File: config.mk
export PLATFORM = sky130hd
export DESIGN_NAME = cmdport_regbank
export DESIGN_NICKNAME = d
export VERILOG_FILES = /design/src/rtl/cmdport_pkg.sv /design/src/rtl/cmdport_decode.sv /design/src/rtl/cmdport_store.sv /design/src/rtl/cmdport_readback.sv /design/src/rtl/cmdport_regbank.sv
export SDC_FILE = /design/constraint.sdc
export NUM_CORES = 1
export LEC_CHECK = 0
export ABC_CLOCK_PERIOD_IN_PS = 1950
export BUFFER_PORTS_ARGS = -buffer_cell sky130_fd_sc_hd__buf_2
export CORE_AREA = 2 2 430 432
export CTS_BUF_LIST = sky130_fd_sc_hd__clkbuf_8 sky130_fd_sc_hd__clkbuf_16
export DETAILED_ROUTE_END_ITERATION = 6
export DIE_AREA = 0 0 432 434
export GPL_ROUTABILITY_DRIVEN = 0
export PLACE_DENSITY = 0.55
export SLEW_MARGIN = 20
export SYNTH_ARGS = -nofsm -noshare
export SYNTH_HDL_FRONTEND = slang
export SYNTH_SLANG_ARGS = --single-unit
File: constraint.sdc
create_clock -name clk -period 1.95 [get_ports clk]
set_input_delay 0.0975 -clock clk [delete_from_list [all_inputs] [get_ports clk]]
set_output_delay 0.0975 -clock clk [all_outputs]
set_load 0.01 [all_outputs]
File: src/rtl/cmdport_pkg.sv
package cmdport_pkg;

   typedef enum logic [1:0] {
      CMD_NONE = 2'd0,
      CMD_WR   = 2'd1,
      CMD_RD   = 2'd2
   } cmd_kind_e;

endpackage

File: src/rtl/cmdport_decode.sv
module cmdport_decode
   import cmdport_pkg::*;
#(
   parameter int SLOT_W = 20,
   parameter int DATA_W = 16,
   parameter int ADDR_W = 7
) (
   input  logic                frame_stb,
   input  logic                frame_vld,
   input  logic                slot1_vld,
   input  logic                slot2_vld,
   input  logic [SLOT_W-1:0]   slot1,
   input  logic [SLOT_W-1:0]   slot2,
   output cmd_kind_e           kind,
   output logic [ADDR_W-2:0]   idx,
   output logic [DATA_W-1:0]   wdata
);
   localparam int RW_BIT  = SLOT_W - 1;
   localparam int ADR_TOP = SLOT_W - 2;
   localparam int ADR_LOW = SLOT_W - 1 - ADDR_W;
   localparam int DAT_LOW = SLOT_W - DATA_W;

   if (ADDR_W + 1 > SLOT_W) begin : g_bad_addr
      $error("cmdport_decode: address field does not fit in slot");
   end
   if (DATA_W > SLOT_W) begin : g_bad_data
      $error("cmdport_decode: data field wider than slot");
   end

   logic              cmd_ok;
   logic [ADDR_W-1:0] addr;

   assign cmd_ok = frame_stb & frame_vld & slot1_vld;
   assign addr   = slot1[ADR_TOP:ADR_LOW];
   assign idx    = addr[ADDR_W-1:1];
   assign wdata  = slot2[SLOT_W-1:DAT_LOW];

   always_comb begin
      kind = CMD_NONE;
      if (cmd_ok) begin
         if (slot1[RW_BIT])   kind = CMD_RD;
         else if (slot2_vld)  kind = CMD_WR;
      end
   end

   // Reserved and odd-address bits are discarded on purpose.
   logic unused_bits;
   if (ADR_LOW > 0 && DAT_LOW > 0) begin : g_both_pad
      assign unused_bits = ^{slot1[ADR_LOW-1:0], slot2[DAT_LOW-1:0], addr[0]};
   end else if (ADR_LOW > 0) begin : g_adr_pad
      assign unused_bits = ^{slot1[ADR_LOW-1:0], addr[0]};
   end else if (DAT_LOW > 0) begin : g_dat_pad
      assign unused_bits = ^{slot2[DAT_LOW-1:0], addr[0]};
   end else begin : g_no_pad
      assign unused_bits = addr[0];
   end

endmodule

File: src/rtl/cmdport_store.sv
module cmdport_store
   import cmdport_pkg::*;
#(
   parameter int              DATA_W   = 16,
   parameter int              ADDR_W   = 7,
   parameter logic [DATA_W-1:0] ID_VALUE = 16'h1819,
   parameter bit              ID_LOCK  = 1'b1
) (
   input  logic                         clk,
   input  logic                         rst_n,
   input  cmd_kind_e                    kind,
   input  logic [ADDR_W-2:0]            idx,
   input  logic [DATA_W-1:0]            wdata,
   output logic [(2**(ADDR_W-1))*DATA_W-1:0] regs_flat
);
   localparam int NUM_REGS = 2 ** (ADDR_W - 1);

   logic wr_any;
   assign wr_any = (kind == CMD_WR);

   for (genvar i = 0; i < NUM_REGS; i++) begin : g_reg
      if (i == 0 && ID_LOCK) begin : g_id
         assign regs_flat[i*DATA_W +: DATA_W] = ID_VALUE;
      end else begin : g_rw
         localparam logic [DATA_W-1:0] RST_VAL = (i == 0) ? ID_VALUE : '0;
         logic [DATA_W-1:0] q;
         logic              we;
         assign we = wr_any && (idx == (ADDR_W-1)'(i));
         always_ff @(posedge clk or negedge rst_n) begin
            if (!rst_n)  q <= RST_VAL;
            else if (we) q <= wdata;
         end
         assign regs_flat[i*DATA_W +: DATA_W] = q;
      end
   end

endmodule

File: src/rtl/cmdport_readback.sv
module cmdport_readback
   import cmdport_pkg::*;
#(
   parameter int DATA_W = 16,
   parameter int ADDR_W = 7
) (
   input  logic                         clk,
   input  logic                         rst_n,
   input  cmd_kind_e                    kind,
   input  logic [ADDR_W-2:0]            idx,
   input  logic [(2**(ADDR_W-1))*DATA_W-1:0] regs_flat,
   output logic                         rd_stb,
   output logic [ADDR_W-1:0]            rd_addr,
   output logic [DATA_W-1:0]            rd_data
);
   logic [DATA_W-1:0] sel_word;
   logic              rd_now;

   assign sel_word = regs_flat[idx*DATA_W +: DATA_W];
   assign rd_now   = (kind == CMD_RD);

   always_ff @(posedge clk or negedge rst_n) begin
      if (!rst_n) begin
         rd_stb  <= 1'b0;
         rd_addr <= '0;
         rd_data <= '0;
      end else begin
         rd_stb <= rd_now;
         if (rd_now) begin
            rd_addr <= {idx, 1'b0};
            rd_data <= sel_word;
         end
      end
   end

endmodule

File: src/rtl/cmdport_regbank.sv
module cmdport_regbank
   import cmdport_pkg::*;
#(
   parameter int                SLOT_W   = 20,
   parameter int                DATA_W   = 16,
   parameter int                ADDR_W   = 7,
   parameter logic [DATA_W-1:0] ID_VALUE = 16'h1819,
   parameter bit                ID_LOCK  = 1'b1
) (
   input  logic                                  clk,
   input  logic                                  rst_n,
   input  logic                                  frame_stb,
   input  logic                                  frame_vld,
   input  logic                                  slot1_vld,
   input  logic                                  slot2_vld,
   input  logic [SLOT_W-1:0]                     slot1,
   input  logic [SLOT_W-1:0]                     slot2,
   output logic                                  rd_stb,
   output logic [ADDR_W-1:0]                     rd_addr,
   output logic [DATA_W-1:0]                     rd_data,
   output logic [(2**(ADDR_W-1))*DATA_W-1:0]     regs_flat
);
   if (ADDR_W < 2) begin : g_bad_aw
      $error("cmdport_regbank: ADDR_W must be at least 2");
   end
   if (ID_LOCK && ID_VALUE == '0) begin : g_bad_id
      $error("cmdport_regbank: locked ID must be nonzero");
   end

   cmd_kind_e          kind;
   logic [ADDR_W-2:0]  idx;
   logic [DATA_W-1:0]  wdata;

   cmdport_decode #(.SLOT_W(SLOT_W), .DATA_W(DATA_W), .ADDR_W(ADDR_W)) u_decode (
      .frame_stb (frame_stb),
      .frame_vld (frame_vld),
      .slot1_vld (slot1_vld),
      .slot2_vld (slot2_vld),
      .slot1     (slot1),
      .slot2     (slot2),
      .kind      (kind),
      .idx       (idx),
      .wdata     (wdata)
   );

   cmdport_store #(.DATA_W(DATA_W), .ADDR_W(ADDR_W),
                   .ID_VALUE(ID_VALUE), .ID_LOCK(ID_LOCK)) u_store (
      .clk       (clk),
      .rst_n     (rst_n),
      .kind      (kind),
      .idx       (idx),
      .wdata     (wdata),
      .regs_flat (regs_flat)
   );

   cmdport_readback #(.DATA_W(DATA_W), .ADDR_W(ADDR_W)) u_readback (
      .clk       (clk),
      .rst_n     (rst_n),
      .kind      (kind),
      .idx       (idx),
      .regs_flat (regs_flat),
      .rd_stb    (rd_stb),
      .rd_addr   (rd_addr),
      .rd_data   (rd_data)
   );

endmodule

==> results.cfg <==
[synth]
synth_cell_type_count = 64
synth_area_leader_cell = dfrtp_1
synth-edff-count = 0
syn-cell-area_um2 = 47400
yosysWarnings = 0
synthCells = 3102
synth.top_cells.by_count = dfrtp_1 (1031), mux2_2 (1010), mux4_2 (203)
ys_seq_elements = 1031
yosysMostFrequentCell = dfrtp_1
yosysSeqAreaShare_pct = 54.4
async_flop_share_pct = 100
synth.top_cell.area_share_pct = 54.4
synth_flop_cell = dfrtp_1
synth_area_per_cell_um2 = 15.3
synthTopCellsByArea = dfrtp_1 (54%), mux2_2 (24%), mux4_2 (9.6%)

[finish]
n_fill_cell = 17800
finalInstanceArea_um2 = 66400
final_cells = 7227
area_growth_pct = 40.0
drive_above_1_share_pct = 68.8
fin_nets = 4784

[clock_tree]
htreeDepth = 3
clk_path_buf_depth = 3
cts_sinks = 1031
cts_tree = yes
clk_latency_ns = 0.80
clk_pin_slew_ns = 0.06
cts_buffers = 119
cts_root_buf = clkbuf_16

[grt]
gr-usage-all-layers_pct = 27.6
gr-total-overflow = 0
grt_pass1_wl_um = 349000
grt_max_degree = 99
grt_antenna_before_repair = 12
grt_pass1_vias = 37600

[timing]
clock_skew_ns = 0.0449
fin_crit_sh_pct = 100
rsz0062_at_grt = true
maxSlewHeadroom_pct = 29.2
period_needed_ns = 1.96
slew_viol_final = 0
finalSetupViolCount = 1
worst-slew-pin-transition_ns = 1.06
hold_viol = 0
timing.final.ws_setup_ns = -0.00554
max_freq_mhz = 511

[status]
outcome = finished with violations
violations = negative setup slack

[pwr]
ir_drop_v = 0.000728
power_switching_mw = 13.3
swShare_pct = 26.3
comb_power_share_pct = 9.4
internal_power_mw = 37.1
power_density_nw_per_um2 = 758
clock_power_share_pct = 46.6
seqPwrFrac_pct = 44.0
power.leakage_nw = 35.3

[placed_design]
pre_cts_ws_ns = -0.834
port_buffers = 1059
hpwl_um = 203000
place_area_um2 = 61700
post-place-cells = 6977

[critical_path]
end_kind = flip-flop
cp_max_fo = 3
crit_type = reg -> reg
cp_data_arrival_time_ns = 2.64
required_ns = 2.64
reg2reg_from = u_store.g_reg[12].g_rw.q[6]$_DFFE_PN0P_
cp-start-kind = flip-flop
startpoint = u_store.g_reg[12].g_rw.q[6]$_DFFE_PN0P_

[drt]
routed-via-count = 37200
drt_iter0_drc = 2654
dr.pass1.iters = 6
ant_nets = 0
wire_per_inst_um = 36.7
drc = 0
viasPerCell = 5.14
wl_um = 265000

[floorplan]
io_pins = 1094
dieArea_um2 = 187000
die_h_um = 434
fp.dieW_um = 432
start_util_pct = 26.0
core-area_um2 = 182000
core.rowCount = 157

[worst_hold_path]
hold_class = in -> reg
min_from = slot1[17]

[job]
maxCapViolations = 0
[logic make-up after synthesis]
kind of cell / synth area share (%)
compound gates: 3.13
buf+inv: 3.45
simple gates: 2.93
mux: 36.1
flops: 54.4
other cells: 0.0158
[layout make-up]
cell class              count  area (µm²)  share of cell area [%]
flip-flops and latches   1031       25800                    38.9
inverters                   9        33.8                  0.0509
clock buffers             150        3450                    5.20
multi-input cells        1770       20600                    31.0
clock inverters            72         631                   0.950
repair buffers           1807       12900                    19.4
diodes                      3        7.51                  0.0113
well taps                2385        2980                    4.50
[power by group through the flow]
| stage | clock [mW] | combinational, mW | sequential, mW |
|---|---|---|---|
| 2_1_floorplan | 0 | 1.58 | 22.6 |
| 5_1_grt | 24.7 | 4.98 | 22.2 |
| 6_report | 23.4 | 4.73 | 22.2 |
| 3_3_place_gp | 0 | 4.67 | 22.5 |
| 4_1_cts | 23.8 | 4.78 | 22.2 |
| 3_5_place_dp | 0 | 4.69 | 22.6 |
[placed cells by master, fill, tap and decap left out, drive strengths merged, types with 9 or more instances in the layout]
cell | synthesis | routed
clkbuf | 107 | 150
clkinv | 0 | 28
a221oi | 11 | 11
a22oi | 69 | 69
nand2 | 49 | 49
nor2 | 55 | 55
buf | 200 | 1792
nand4 | 22 | 22
o22ai | 11 | 11
nor3 | 15 | 15
a21oi | 31 | 31
o21ai | 12 | 12
dlygate4sd3 | 0 | 14
a211oi | 13 | 13
inv | 9 | 42
nor2b | 14 | 14
and2 | 9 | 9
mux2i | 91 | 91
dfrtp | 1031 | 1031
mux4 | 203 | 203
conb | 2 | 17
nand3 | 25 | 25
mux2 | 1032 | 1032
[worst paths after layout]
kind,to,slack (ns),depth (start not counted)
max in group asynchronous,u_store.g_reg[13].g_rw.q[8]$_DFFE_PN0P_,0.53,3
min,u_readback.rd_data[3]$_DFFE_PN0P_,0.09,5
min reg2reg,u_readback.rd_addr[6]$_DFFE_PN0P_,0.47,2
min in group asynchronous,u_store.g_reg[17].g_rw.q[1]$_DFFE_PN0P_,0.22,3
max reg2reg,u_readback.rd_data[6]$_DFFE_PN0P_,-0.006,5
max,u_readback.rd_data[6]$_DFFE_PN0P_,-0.006,5
[worst max-delay path: stages, from the launching register on]
cell	delay, ns
dfrtp_1	0.47
a211oi_2	0.39
buf_4	0.17
or4_1	0.27
nand3_1	0.18
o32a_1	0.36
[routing by layer]
layer,GRT usage [%],share of wire (%)
met5,0,0.0083
met4,13.8,5.6
met3,5.85,6.4
met2,46.1,49
met1,33.7,39
[flip-flops by register name, summed over array words and instances (netlist names)]
register / count
u_readback.rd_stb: 1
u_readback.rd_data: 16
u_store.g.g_rw.q: 1008
u_readback.rd_addr: 6
[stage by stage]
stage / power [mW] / TNS [ns] / hold slack, ns / util [%]
2_1_floorplan: 24.2 / 0 / -0.198 / -
3_3_place_gp: 27.2 / -207.73 / 0.0982 / 33.8
3_5_place_dp: 27.2 / -213.58 / 0.100 / 33.8
4_1_cts: 50.8 / -0.108 / 0.00844 / 36.3
5_1_grt: 51.9 / -0.0630 / 0.0630 / 36.4
6_report: 50.3 / -0.00554 / 0.0913 / 36.4
[what timing repair did]
action	CTS	global route
endpoints found under the setup margin	14	12
setup buffers	1	11
endpoints found under the hold margin	1283	0
gates resized for setup	48	14
hold buffers	15	0
pin swaps	12	15
Note: power is estimated with default switching activity, not from simulation.
